--- config.mk ---
export PLATFORM = sky130hd
export DESIGN_NAME = smbus_cfg_slave
export DESIGN_NICKNAME = d
export VERILOG_FILES = /design/src/rtl/smbrf_pkg.sv /design/src/rtl/smbrf_line_mon.sv /design/src/rtl/smbrf_reg_bank.sv /design/src/rtl/smbrf_engine.sv /design/src/rtl/smbus_cfg_slave.sv
export SDC_FILE = /design/constraint.sdc
export NUM_CORES = 1
export LEC_CHECK = 0
export ABC_AREA = 1
export BUFFER_PORTS_ARGS = -buffer_cell sky130_fd_sc_hd__clkbuf_2
export CAP_MARGIN = 0
export CELL_PAD_IN_SITES_DETAIL_PLACEMENT = 1
export CELL_PAD_IN_SITES_GLOBAL_PLACEMENT = 2
export CORE_UTILIZATION = 33
export DETAILED_ROUTE_END_ITERATION = 12
export MAX_ROUTING_LAYER = met4
export PLACE_DENSITY_LB_ADDON = 0.15
export SLEW_MARGIN = 10
export SYNTH_ARGS = -nofsm -noshare
export SYNTH_HDL_FRONTEND = slang
export SYNTH_SLANG_ARGS = --single-unit
--- constraint.sdc ---
create_clock -name clk -period 8.85 [get_ports clk]
set_input_delay 2.655 -clock clk [delete_from_list [all_inputs] [get_ports clk]]
set_output_delay 2.655 -clock clk [all_outputs]
set_load 0.01 [all_outputs]
--- src/rtl/smbrf_pkg.sv ---
package smbrf_pkg;

  // Bit-level state of the protocol engine.
  typedef enum logic [2:0] {
    ST_IDLE,   // no transaction in progress
    ST_RX,     // shifting a byte in from the host
    ST_ACK,    // slave holds the line low for the ninth clock
    ST_TX,     // shifting a byte out to the host
    ST_HACK,   // host acknowledge slot after a transmitted byte
    ST_WAIT    // released, waiting for start or stop
  } smb_st_t;

  // Which byte of the transaction is being handled.
  typedef enum logic [2:0] {
    PH_ADDR,
    PH_INDEX,
    PH_COUNT,
    PH_WDATA,
    PH_READ
  } smb_ph_t;

endpackage

--- src/rtl/smbrf_line_mon.sv ---
module smbrf_line_mon #(
  parameter int SYNC_STAGES = 2
) (
  input  logic clk,
  input  logic rst_n,
  input  logic scl_i,
  input  logic sda_i,
  output logic scl_s,
  output logic sda_s,
  output logic scl_rise,
  output logic scl_fall,
  output logic start_det,
  output logic stop_det
);

  logic [SYNC_STAGES-1:0] scl_pipe, sda_pipe;
  logic                   scl_d, sda_d;

  // Synchronizer chains; idle bus level is high.
  always_ff @(posedge clk or negedge rst_n) begin
    if (!rst_n) begin
      scl_pipe <= '1;
      sda_pipe <= '1;
      scl_d    <= 1'b1;
      sda_d    <= 1'b1;
    end else begin
      scl_pipe <= {scl_pipe[SYNC_STAGES-2:0], scl_i};
      sda_pipe <= {sda_pipe[SYNC_STAGES-2:0], sda_i};
      scl_d    <= scl_pipe[SYNC_STAGES-1];
      sda_d    <= sda_pipe[SYNC_STAGES-1];
    end
  end

  assign scl_s     = scl_pipe[SYNC_STAGES-1];
  assign sda_s     = sda_pipe[SYNC_STAGES-1];
  assign scl_rise  =  scl_s & ~scl_d;
  assign scl_fall  = ~scl_s &  scl_d;
  // Data edges while the clock stays high mark bus conditions.
  assign start_det = scl_s & scl_d &  sda_d & ~sda_s;
  assign stop_det  = scl_s & scl_d & ~sda_d &  sda_s;

endmodule

--- src/rtl/smbrf_reg_bank.sv ---
module smbrf_reg_bank #(
  parameter int          NUM_REGS = 26,
  parameter int          CNT_REG  = 8,
  parameter logic [7:0]  CNT_RST  = 8'h0F,
  parameter int          RO_REG   = 5,
  parameter logic [7:0]  RO_MASK  = 8'h1F
) (
  input  logic                  clk,
  input  logic                  rst_n,
  input  logic                  wr_en,
  input  logic [7:0]            wr_idx,
  input  logic [7:0]            wr_data,
  input  logic [7:0]            rd_idx,
  output logic [7:0]            rd_data,
  output logic [7:0]            cnt_val,
  input  logic [7:0]            ro_status,
  output logic [NUM_REGS*8-1:0] regs_flat
);

  localparam int IW = $clog2(NUM_REGS);

  logic [7:0] vis [NUM_REGS];

  for (genvar g = 0; g < NUM_REGS; g++) begin : g_reg
    localparam logic [7:0] RV = (g == CNT_REG) ? CNT_RST : 8'h00;
    localparam logic [7:0] WM = (g == RO_REG)  ? ~RO_MASK : 8'hFF;

    logic [7:0] q;
    logic       we;

    assign we = wr_en && (wr_idx == 8'(g));

    always_ff @(posedge clk or negedge rst_n) begin
      if (!rst_n)  q <= RV & WM;
      else if (we) q <= wr_data & WM;
    end

    if (g == RO_REG) begin : g_ro
      assign vis[g] = (q & ~RO_MASK) | (ro_status & RO_MASK);
    end else begin : g_rw
      assign vis[g] = q;
    end

    assign regs_flat[g*8 +: 8] = vis[g];
  end

  assign rd_data = (rd_idx < 8'(NUM_REGS)) ? vis[rd_idx[IW-1:0]] : 8'h00;
  assign cnt_val = vis[CNT_REG];

endmodule

--- src/rtl/smbrf_engine.sv ---
module smbrf_engine
  import smbrf_pkg::*;
#(
  parameter logic [6:0] DEV_ADDR = 7'h69
) (
  input  logic       clk,
  input  logic       rst_n,
  input  logic       sda_s,
  input  logic       scl_rise,
  input  logic       scl_fall,
  input  logic       start_det,
  input  logic       stop_det,
  input  logic [7:0] cnt_val,
  input  logic [7:0] rd_data,
  output logic [7:0] rd_idx,
  output logic       wr_en,
  output logic [7:0] wr_idx,
  output logic [7:0] wr_data,
  output logic       sda_oe
);

  smb_st_t    st_q, st_n;
  smb_ph_t    ph_q, ph_n;
  logic [3:0] bit_q, bit_n;
  logic [7:0] sh_q, sh_n;     // receive shifter
  logic [7:0] tx_q, tx_n;     // transmit shifter
  logic [7:0] idx_q, idx_n;   // register pointer
  logic [7:0] left_q, left_n; // bytes remaining in the block
  logic       rw_q, rw_n;
  logic       hack_q, hack_n;
  logic       oe_q, oe_n;

  always_comb begin
    st_n    = st_q;
    ph_n    = ph_q;
    bit_n   = bit_q;
    sh_n    = sh_q;
    tx_n    = tx_q;
    idx_n   = idx_q;
    left_n  = left_q;
    rw_n    = rw_q;
    hack_n  = hack_q;
    oe_n    = oe_q;
    wr_en   = 1'b0;
    wr_idx  = idx_q;
    wr_data = sh_q;

    if (start_det) begin
      st_n  = ST_RX;
      ph_n  = PH_ADDR;
      bit_n = 4'd0;
      oe_n  = 1'b0;
    end else if (stop_det) begin
      st_n  = ST_IDLE;
      oe_n  = 1'b0;
    end else begin
      unique case (st_q)
        ST_RX: begin
          if (scl_rise && bit_q < 4'd8) begin
            sh_n  = {sh_q[6:0], sda_s};
            bit_n = bit_q + 4'd1;
          end else if (scl_fall && bit_q == 4'd8) begin
            st_n = ST_ACK;
            oe_n = 1'b1;
            unique case (ph_q)
              PH_ADDR: begin
                if (sh_q[7:1] == DEV_ADDR) rw_n = sh_q[0];
                else begin
                  st_n = ST_WAIT;
                  oe_n = 1'b0;
                end
              end
              PH_INDEX: idx_n  = sh_q;
              PH_COUNT: left_n = sh_q;
              PH_WDATA: begin
                wr_en  = 1'b1;
                idx_n  = idx_q + 8'd1;
                left_n = left_q - 8'd1;
              end
              default: begin
                st_n = ST_WAIT;
                oe_n = 1'b0;
              end
            endcase
          end
        end

        ST_ACK: begin
          if (scl_fall) begin
            oe_n  = 1'b0;
            bit_n = 4'd0;
            st_n  = ST_RX;
            unique case (ph_q)
              PH_ADDR: begin
                if (rw_q) begin
                  ph_n   = PH_READ;
                  st_n   = ST_TX;
                  left_n = cnt_val;
                  oe_n   = ~cnt_val[7];
                  tx_n   = {cnt_val[6:0], 1'b0};
                  bit_n  = 4'd1;
                end else begin
                  ph_n = PH_INDEX;
                end
              end
              PH_INDEX: ph_n = PH_COUNT;
              PH_COUNT: begin
                if (left_q == 8'd0) st_n = ST_WAIT;
                else                ph_n = PH_WDATA;
              end
              default: begin
                if (left_q == 8'd0) st_n = ST_WAIT;
              end
            endcase
          end
        end

        ST_TX: begin
          if (scl_fall) begin
            if (bit_q < 4'd8) begin
              oe_n  = ~tx_q[7];
              tx_n  = {tx_q[6:0], 1'b0};
              bit_n = bit_q + 4'd1;
            end else begin
              oe_n = 1'b0;
              st_n = ST_HACK;
            end
          end
        end

        ST_HACK: begin
          if (scl_rise) begin
            hack_n = ~sda_s;
          end else if (scl_fall) begin
            if (hack_q && left_q != 8'd0) begin
              st_n   = ST_TX;
              oe_n   = ~rd_data[7];
              tx_n   = {rd_data[6:0], 1'b0};
              bit_n  = 4'd1;
              idx_n  = idx_q + 8'd1;
              left_n = left_q - 8'd1;
            end else begin
              st_n = ST_WAIT;
            end
          end
        end

        default: ;
      endcase
    end
  end

  always_ff @(posedge clk or negedge rst_n) begin
    if (!rst_n) begin
      st_q   <= ST_IDLE;
      ph_q   <= PH_ADDR;
      bit_q  <= 4'd0;
      sh_q   <= 8'h00;
      tx_q   <= 8'h00;
      idx_q  <= 8'h00;
      left_q <= 8'h00;
      rw_q   <= 1'b0;
      hack_q <= 1'b0;
      oe_q   <= 1'b0;
    end else begin
      st_q   <= st_n;
      ph_q   <= ph_n;
      bit_q  <= bit_n;
      sh_q   <= sh_n;
      tx_q   <= tx_n;
      idx_q  <= idx_n;
      left_q <= left_n;
      rw_q   <= rw_n;
      hack_q <= hack_n;
      oe_q   <= oe_n;
    end
  end

  assign rd_idx = idx_q;
  assign sda_oe = oe_q;

endmodule

--- src/rtl/smbus_cfg_slave.sv ---
module smbus_cfg_slave #(
  parameter int          NUM_REGS    = 26,
  parameter logic [6:0]  DEV_ADDR    = 7'h69,
  parameter int          CNT_REG     = 8,
  parameter logic [7:0]  CNT_RST     = 8'h0F,
  parameter int          RO_REG      = 5,
  parameter logic [7:0]  RO_MASK     = 8'h1F,
  parameter int          SYNC_STAGES = 2
) (
  input  logic                  clk,
  input  logic                  rst_n,
  input  logic                  scl_i,
  input  logic                  sda_i,
  output logic                  sda_oe_o,
  input  logic [7:0]            ro_status_i,
  output logic [NUM_REGS*8-1:0] regs_o
);

  logic [1:0] rst_pipe;
  logic       rst_sync_n;

  // Assert asynchronously, release on a clock edge.
  always_ff @(posedge clk or negedge rst_n) begin
    if (!rst_n) rst_pipe <= 2'b00;
    else        rst_pipe <= {rst_pipe[0], 1'b1};
  end
  assign rst_sync_n = rst_pipe[1];

  logic       scl_s, sda_s, scl_rise, scl_fall, start_det, stop_det;
  logic [7:0] cnt_val, rd_data, rd_idx, wr_idx, wr_data;
  logic       wr_en;

  smbrf_line_mon #(.SYNC_STAGES(SYNC_STAGES)) u_line (
    .clk       (clk),
    .rst_n     (rst_sync_n),
    .scl_i     (scl_i),
    .sda_i     (sda_i),
    .scl_s     (scl_s),
    .sda_s     (sda_s),
    .scl_rise  (scl_rise),
    .scl_fall  (scl_fall),
    .start_det (start_det),
    .stop_det  (stop_det)
  );

  smbrf_engine #(.DEV_ADDR(DEV_ADDR)) u_eng (
    .clk       (clk),
    .rst_n     (rst_sync_n),
    .sda_s     (sda_s),
    .scl_rise  (scl_rise),
    .scl_fall  (scl_fall),
    .start_det (start_det),
    .stop_det  (stop_det),
    .cnt_val   (cnt_val),
    .rd_data   (rd_data),
    .rd_idx    (rd_idx),
    .wr_en     (wr_en),
    .wr_idx    (wr_idx),
    .wr_data   (wr_data),
    .sda_oe    (sda_oe_o)
  );

  smbrf_reg_bank #(
    .NUM_REGS (NUM_REGS),
    .CNT_REG  (CNT_REG),
    .CNT_RST  (CNT_RST),
    .RO_REG   (RO_REG),
    .RO_MASK  (RO_MASK)
  ) u_bank (
    .clk       (clk),
    .rst_n     (rst_sync_n),
    .wr_en     (wr_en),
    .wr_idx    (wr_idx),
    .wr_data   (wr_data),
    .rd_idx    (rd_idx),
    .rd_data   (rd_data),
    .cnt_val   (cnt_val),
    .ro_status (ro_status_i),
    .regs_flat (regs_o)
  );

endmodule

==> results.md, run 1 <==
- First-pass GRT wire length: 74,000 um
- Initial antenna violation count: 1
- Max Cap Viol: 0
- Routed Antenna Nets: 0
- Crit path max-delay family: buffers and inverters
- Critical path class: in -> out
- Layout area overhead: 18.7%
- Layout Utilization: between 30% and 40%
- Status: finished, final reports clean
- Post-Syn Instances: between 1,500 and 2,000
- Final Slew Violations: 0
- DRT Pass-1 Iters: 5
- Power Total: 4.33 mW
- Power Density: between 200 and 300 mW/mm^2
- Root Buffer Master: clkbuf_16
- # clock sinks: 255
- Nets: 1,791
- Final setup viols: 0
- Die area: 0.0392 mm^2
- RSZ-0062 raised after global routing: no
- Final period util: about 62%
- Die Y: ~200 um
- Warnings from Yosys: 0
- CTS max path bufs: 3
- R2R cell count: 6
- Top cell by count, worst path: clkbuf_2
- Initial Util: 33.5%
- HP Start: rst_pipe[0]
- Htree depth: 1
- Hold Crit Depth: 0
- Synth top area cells: dfrtp_1 (48%), nand2_1 (14%), o21ai_0 (13%)
- Average size of a mapped cell: 7.90 um^2
- R2R setup slack: between 5000 and 6000 ps
- Worst Max-Slew Pin Slew: between 1000 and 1500 ps
- Seq/Total Area, Yosys: around half
- IO Port Bufs: about 220
- Leak pwr: 7.18 nW
- Initial DRC count: 726
- Worst Path Required: around 6200 ps
- TritonCTS clock tree: yes
- Clock Skews: around 27 ps
- Critical-path maximum fanout: 2
- Layout fillers: between 4,000 and 5,000
- Vias in the first global route: 11,686
- Num CTS Buffers: 30
- Slowest CP cell: clkbuf_2
- Synth top area share: 48.4%
- Ys async rst share: between 90% and 100%
- CORE AREA: about 0.038 mm^2
- Syn nets: about 1,600
- Setup Buffers After CTS: 0
- Detail Placement HPWL: around 33,000 um
- Mapped Area: 0.0127 mm^2
- N_diodes: 0
- Total wire length: about 48,000 um
- TNS Setup: 0 ps
- Slew HR: about 29%
- Fin crit period: ~5500 ps
- Peak VDD IR: 0.151 mV
- Share of layout cells above drive strength 1: between 15 and 20%
- Crit path buf inv count: 2
- Via count: roughly 12,000
- Synth area leader: dfrtp_1
- Number of gates resized after cts: 0
- Post-synth EDFFs: 0
- Clk slew on worst S/H paths: about 60 ps
- Total Routing Usage GR: between 20% and 30%
- FF+latch count, synth: about 260
- Fin area: 0.0150 mm^2
- Worst EP arrival: 2860 ps
- Startpoint types: primary input
- Drt wl/cell: about 21 um
- Most frequent cell after synthesis: nand2_1
- Hold_buf cts: 0
- Ports: between 200 and 250
- Reg2reg start: u_eng.rd_idx[1]
- R2r endpoint: u_bank.g_reg[0].q[3]
- Final hold viol count: 0
- Pin count of the biggest net entering global routing: 72
- Ys flop type: dfrtp_1
- Highest clock rate: ~180 MHz
- Via density: about 5
- Min-delay worst type: reg -> reg
- Post-synth top cells: nand2_1 (471), o21ai_0 (325), dfrtp_1 (245)
- GPL Wtd Cong: about 0.85
- Die W: slightly below 200 um
- Kind of end point of the critical path: output pin
- Post-route DRC violation count: 0
- Row count: about 70
- Crit path cell chain: clkbuf_2, clkbuf_2
- GRT Residual Overflow: 0
- Clock insertion delay at the later pin of the skew report: around 570 ps
- Worst path max stage delay: about 120 ps
- Hold endpoint: rst_pipe[1]
- Yosys cell types: 37
- Area after DPL: about 0.014 mm^2
==> metal layers <==
| metal | global-route usage (%) | up-vias | routed length [um] |
|---|---|---|---|
| met4 | 5.40 | 0 | 735 |
| met5 | - | - | 0 |
| met2 | 38.8 | 282 | 21700 |
| met1 | 36.6 | 5862 | 23300 |
| met3 | 3.47 | 47 | 2350 |
| li1 | - | 5616 | - |
==> layout by cell type, fill, tap and decap left out, types with 8 or more instances in the layout <==
master | Yosys | layout
nand2_1 | 471 | 471
inv_1 | 87 | 87
buf_4 | 6 | 19
o22ai_1 | 27 | 27
nand3_1 | 69 | 69
ha_1 | 8 | 8
a21oi_1 | 27 | 27
nand4_1 | 10 | 10
clkbuf_16 | 0 | 31
clkbuf_1 | 60 | 10
dfstp_2 | 10 | 10
dfrtp_1 | 245 | 242
nor2_1 | 148 | 148
clkbuf_2 | 0 | 217
nor3_1 | 13 | 13
o21ai_0 | 325 | 325
nand4_4 | 9 | 9
==> how the worst max path moves through the flow <==
stage	from	end	slack, ps	depth (start not counted)
finish	ro_status_i[0]	regs_o[40]	3330	2
global route	ro_status_i[3]	regs_o[43]	3300	2
CTS	ro_status_i[0]	regs_o[40]	3320	2
detailed placement	ro_status_i[0]	regs_o[40]	3330	2
global placement	ro_status_i[2]	regs_o[42]	3330	2
floorplan	rst_pipe[1]	u_bank.cnt_val[4]	1230	0
==> through the flow <==
step	hold WS [ps]	instances	setup WS (ps)
final	352	2306	3330
after global routing	358	2306	3300
after CTS	355	2306	3320
after detailed placement	343	2250	3330
after global placement	338	2250	3330
after floorplan	331	1603	1230
==> area by class of cell <==
type | instances | area, um^2 | share of cell area [%]
flip-flops and latches | 255 | 6400 | 42.6
multi-input cells | 1158 | 5430 | 36.1
repair buffers | 236 | 1230 | 8.17
clock buffers | 46 | 882 | 5.87
well taps | 511 | 639 | 4.25
inverters | 90 | 339 | 2.26
clock inverters | 10 | 106 | 0.708
==> sequential cells by signal, indices dropped and copies added, names as in the netlist <==
signal           flops
u_bank.g.q         195
u_bank.cnt_val       8
u_eng.left_q         8
u_eng.rd_idx         8
u_eng.wr_data        8
u_eng.tx_q           7
u_eng.bit_q          4
u_eng.ph_q           3
u_eng.st_q           3
rst_pipe             2
u_line.scl_pipe      2
u_line.sda_pipe      2
u_eng.hack_q         1
u_eng.rw_q           1
u_eng.sda_oe         1
u_line.scl_d         1
u_line.sda_d         1
==> cell families after synthesis <==
logic type,synth area share [%]
xor gates and xnor gates,0.553
DFF,50.5
muxes,0.0790
and+or+nand+nor,25.0
AOI/OAI and AO/OA,16.4
buffers and inverters,6.61
adders and majority gates,0.790
other,0.0296
==> report_power, final <==
group / switching, mW / total, mW / internal, mW / leakage, nW
sequential: 0.131 / 1.38 / 1.25 / 3.47
clock: 0.505 / 1.25 / 0.741 / 0.486
combinational: 1.27 / 1.70 / 0.434 / 3.22
total: 1.90 / 4.33 / 2.43 / 7.18
Note: power is estimated with default switching activity, not from simulation.
==> run 2, diff against run 1 <==
--- a/config.mk
+++ b/config.mk
@@ -5,12 +5,12 @@
 export SDC_FILE = /design/constraint.sdc
 export NUM_CORES = 1
 export LEC_CHECK = 0
-export ABC_AREA = 1
+export ABC_AREA = 0
 export BUFFER_PORTS_ARGS = -buffer_cell sky130_fd_sc_hd__clkbuf_2
 export CAP_MARGIN = 0
 export CELL_PAD_IN_SITES_DETAIL_PLACEMENT = 1
 export CELL_PAD_IN_SITES_GLOBAL_PLACEMENT = 2
-export CORE_UTILIZATION = 33
+export CORE_UTILIZATION = 35
 export DETAILED_ROUTE_END_ITERATION = 12
 export MAX_ROUTING_LAYER = met4
 export PLACE_DENSITY_LB_ADDON = 0.15
==> constraint.sdc (replaced) <==
create_clock -name clk -period 4.75 [get_ports clk]
set_input_delay 1.425 -clock clk [delete_from_list [all_inputs] [get_ports clk]]
set_output_delay 1.425 -clock clk [all_outputs]
set_load 0.01 [all_outputs]
==> run 2 against run 1 <==
Net effect: count of clock-buffer cells in the layout decreased by 7; clock power increased by 120%; clock skew increased by 17 ps; highest routed layer unchanged.
==> results.md, run 2 <==
- Max Cap Viol: 0 (unchanged)
- Main combinational cell family by area after synthesis: multiplexers
- Mapped Area: 0.0131 mm^2 (+3.1%)
- Detail Placement HPWL: 29,500 um (-11%)
- Num CTS Buffers: 31 (+3.3%)
- Slowest CP cell: dfrtp_1
- First-pass GRT wire length: 64,800 um (-12%)
- Worst Max-Slew Pin Slew: 1040 ps (-27.6 ps)
- FF+latch count, synth: 255 (unchanged)
- Average size of a mapped cell: 13.0 um^2 (+65%)
- Top reg by flops: u_bank.g.q
- Critical path class: reg -> reg
- Routed Antenna Nets: 0 (unchanged)
- Slew HR: 30.8% (+1.8 points)
- # clock sinks: 255 (unchanged)
- GPL Wtd Cong: 0.825 (-2.8%)
- Leak pwr: 7.70 nW (+7.2%)
- Initial Util: 35.6% (+2.1 points)
- Yosys cell types: 70 (+89%)
- Die Y: 195 um (-1.4%)
- Layout Utilization: 42.7% (+2.9 points)
- Synth Area in Adders: 0.767% (-0.023 points)
- Mux cell area share after synthesis: 29.0% (+29 points)
- Synth top area cells: dfrtp_1 (47%), mux2_2 (12%), mux2_4 (8.3%)
- Htree depth: 1 (unchanged)
- Ys flop type: dfrtp_1
- Die area: 0.0381 mm^2 (-2.8%)
- Vias in the first global route: 9,674 (-17%)
- Ys async rst share: 100% (unchanged)
- Synth area leader: dfrtp_1
- Post-synthesis xor/xnor area fraction: 0.134% (-0.42 points)
- CORE AREA: 0.0366 mm^2 (-3.0%)
- Post-synth EDFFs: 0 (unchanged)
- Post-route DRC violation count: 0 (unchanged)
- DRT Pass-1 Iters: 4 (-1)
- Root Buffer Master: clkbuf_16
- Critical-path maximum fanout: 16 (+14)
- IO Port Bufs: 217 (unchanged)
- Setup Buffers After CTS: 0 (unchanged)
- Most frequent cell after synthesis: dfrtp_1
- Worst path max stage delay: 650 ps (+530 ps)
- Post-route insts no fill: 1,682 (-27%)
- Fin crit period: 3180 ps
- Row count: 70 (-1.4%)
- CTS max path bufs: 3 (unchanged)
- Syn nets: 1,022 (-37%)
- Crit path cell chain: nand2b_1, nor4_4, nand3_2, nor2_4, and3_1, mux2_2
- Via count: 9,086 (-23%)
- Initial DRC count: 421 (-42%)
- TritonCTS clock tree: yes
- Warnings from Yosys: 0 (unchanged)
- Worst Path Required: 5190 ps (-1010 ps)
- Most common cell after layout, fill and taps aside: dfrtp_1
- Peak VDD IR: 0.286 mV (+90%)
- TNS Setup: 0 ps (unchanged)
- Post-synth top cells: dfrtp_1 (245), mux2_2 (135), mux2_4 (72)
- Kind of end point of the critical path: flip-flop
- Clock insertion delay at the later pin of the skew report: 600 ps (+30 ps)
- Ports: 221 (unchanged)
- Nets: 1,209 (-32%)
- RSZ-0062 raised after global routing: no
- Placed Cells: 1,624 (-28%)
- Total wire length: 42,400 um (-12%)
- Share of layout cells above drive strength 1: 46.5% (+29 points)
- Status: finished, final reports clean
- Final Slew Violations: 0 (unchanged)
- Synth top area share: 47.0% (-1.4 points)
- Die W: 195 um (-1.4%)
- Final hold viol count: 0 (unchanged)
- Post-Syn Instances: 1,002 (-37%)
- Total Routing Usage GR: 23.2% (-2.5 points)
- Clk slew on worst S/H paths: 70 ps (about the same)
- Max reg flops: 195 (unchanged)
- Min-delay worst type: reg -> async
- Synth Area in Simple Gates: 8.72% (-16 points)
- Synth Area in Compound Gates: 8.79% (-7.6 points)
- GRT Residual Overflow: 0 (unchanged)
- Hold_buf cts: 0 (unchanged)
- Clock Skews: 44.0 ps (+17.5 ps)
- Layout area overhead: 19.9%
- Pin count of the biggest net entering global routing: 82 (+14%)
- Highest clock rate: about 310 MHz
- Via density: 5.40 (+5.5%)
- Commonest cells after routing, fill and taps aside: dfrtp_1 (243), clkbuf_2 (217), mux2_2 (135)
- N_diodes: 0 (unchanged)
- Startpoint types: flip-flop
- Drt wl/cell: 25.2 um (+21%)
- Final setup viols: 0 (unchanged)
- Final period util: 66.9%
- Worst hold margin: 348 ps (-3.79 ps)
- Worst EP arrival: 3620 ps (+760 ps)
- Number of gates resized after cts: 0 (unchanged)
- Power Density: 473 mW/mm^2 (+64%)
- Seq/Total Area, Yosys: 49.0% (-1.5 points)
- Initial antenna violation count: 0 (-1)
## run 2: cell types whose count changed after synthesis, moves of 72 or more
cell,change
inv_1,-76
mux2_2,+135
mux2_4,+72
nor2_1,-124
nand2_1,-431
o21ai_0,-294
## run 2: cell type report
cell class	instances	area [um^2]
clock buffer	39	836
clock inverter	19	348
fill	3859	21000
inverter	11	41.3
multi-input combinational	655	6190
sequential	255	6400
tap	468	586
timing repair buffer	235	1250
## run 2: cells by family (layout without fill, tap and decap cells)
kind of cell / Yosys count / count (layout)
multiplexers: 293 / 293
other: 1 / 1
flip-flops: 255 / 255
AND/OR/NAND/NOR: 180 / 180
XOR/XNOR: 2 / 2
adder cells (fa/ha/maj): 8 / 8
buffers and inverters: 92 / 304
AO/OA/AOI/OAI: 171 / 171
## run 2: power by group
| group | total, mW | leakage, nW | switching [mW] | internal [mW] |
|---|---|---|---|---|
| registers | 2.65 | 3.46 | 0.324 | 2.33 |
| clock network | 2.73 | 0.575 | 0.993 | 1.74 |
| logic | 2.01 | 3.66 | 1.34 | 0.673 |
| total | 7.40 | 7.70 | 2.66 | 4.74 |
## run 2: worst paths after layout
kind                                from                    end  slack, ps  depth (start not counted)
setup / recovery           u_eng.st_q[0]  u_bank.g_reg[12].q[0]       1570                          6
hold / removal               rst_pipe[1]  u_bank.g_reg[15].q[3]        350                          0
setup reg to reg           u_eng.st_q[0]  u_bank.g_reg[12].q[0]       1570                          6
hold reg to reg              rst_pipe[1]  u_bank.g_reg[15].q[3]        350                          0
max in group asynchronous    rst_pipe[1]      u_bank.cnt_val[4]       3210                          1
min in group clk             rst_pipe[0]            rst_pipe[1]        350                          0
## run 2: routing by layer
| metal | share of wire (%) | global-route usage, % | wire length, um | vias to the layer above |
|---|---|---|---|---|
| met5 | 0 | - | 0 | - |
| met4 | 2.6 | 5.66 | 1080 | 0 |
| met3 | 6.2 | 5.39 | 2610 | 53 |
| met2 | 47 | 36.0 | 19900 | 206 |
| met1 | 44 | 30.7 | 18800 | 4735 |
| li1 | - | - | - | 4092 |
## run 2: critical path, delay by kind of cell, from the launching register on
| kind | cells | cell delay [ps] |
|---|---|---|
| flip-flops | 1 | 650 |
| multiplexers | 1 | 400 |
| AND/OR/NAND/NOR | 5 | 2000 |
## run 2: through the flow
stage | power (mW) | setup WS [ps] | cell area, um^2
floorplan | 4.01 | 576 | 13100
global placement | 4.70 | 1570 | 14500
detailed placement | 4.72 | 1560 | 14500
CTS | 7.49 | 1540 | 15600
global route | 7.77 | 1380 | 15600
finish | 7.40 | 1570 | 15600
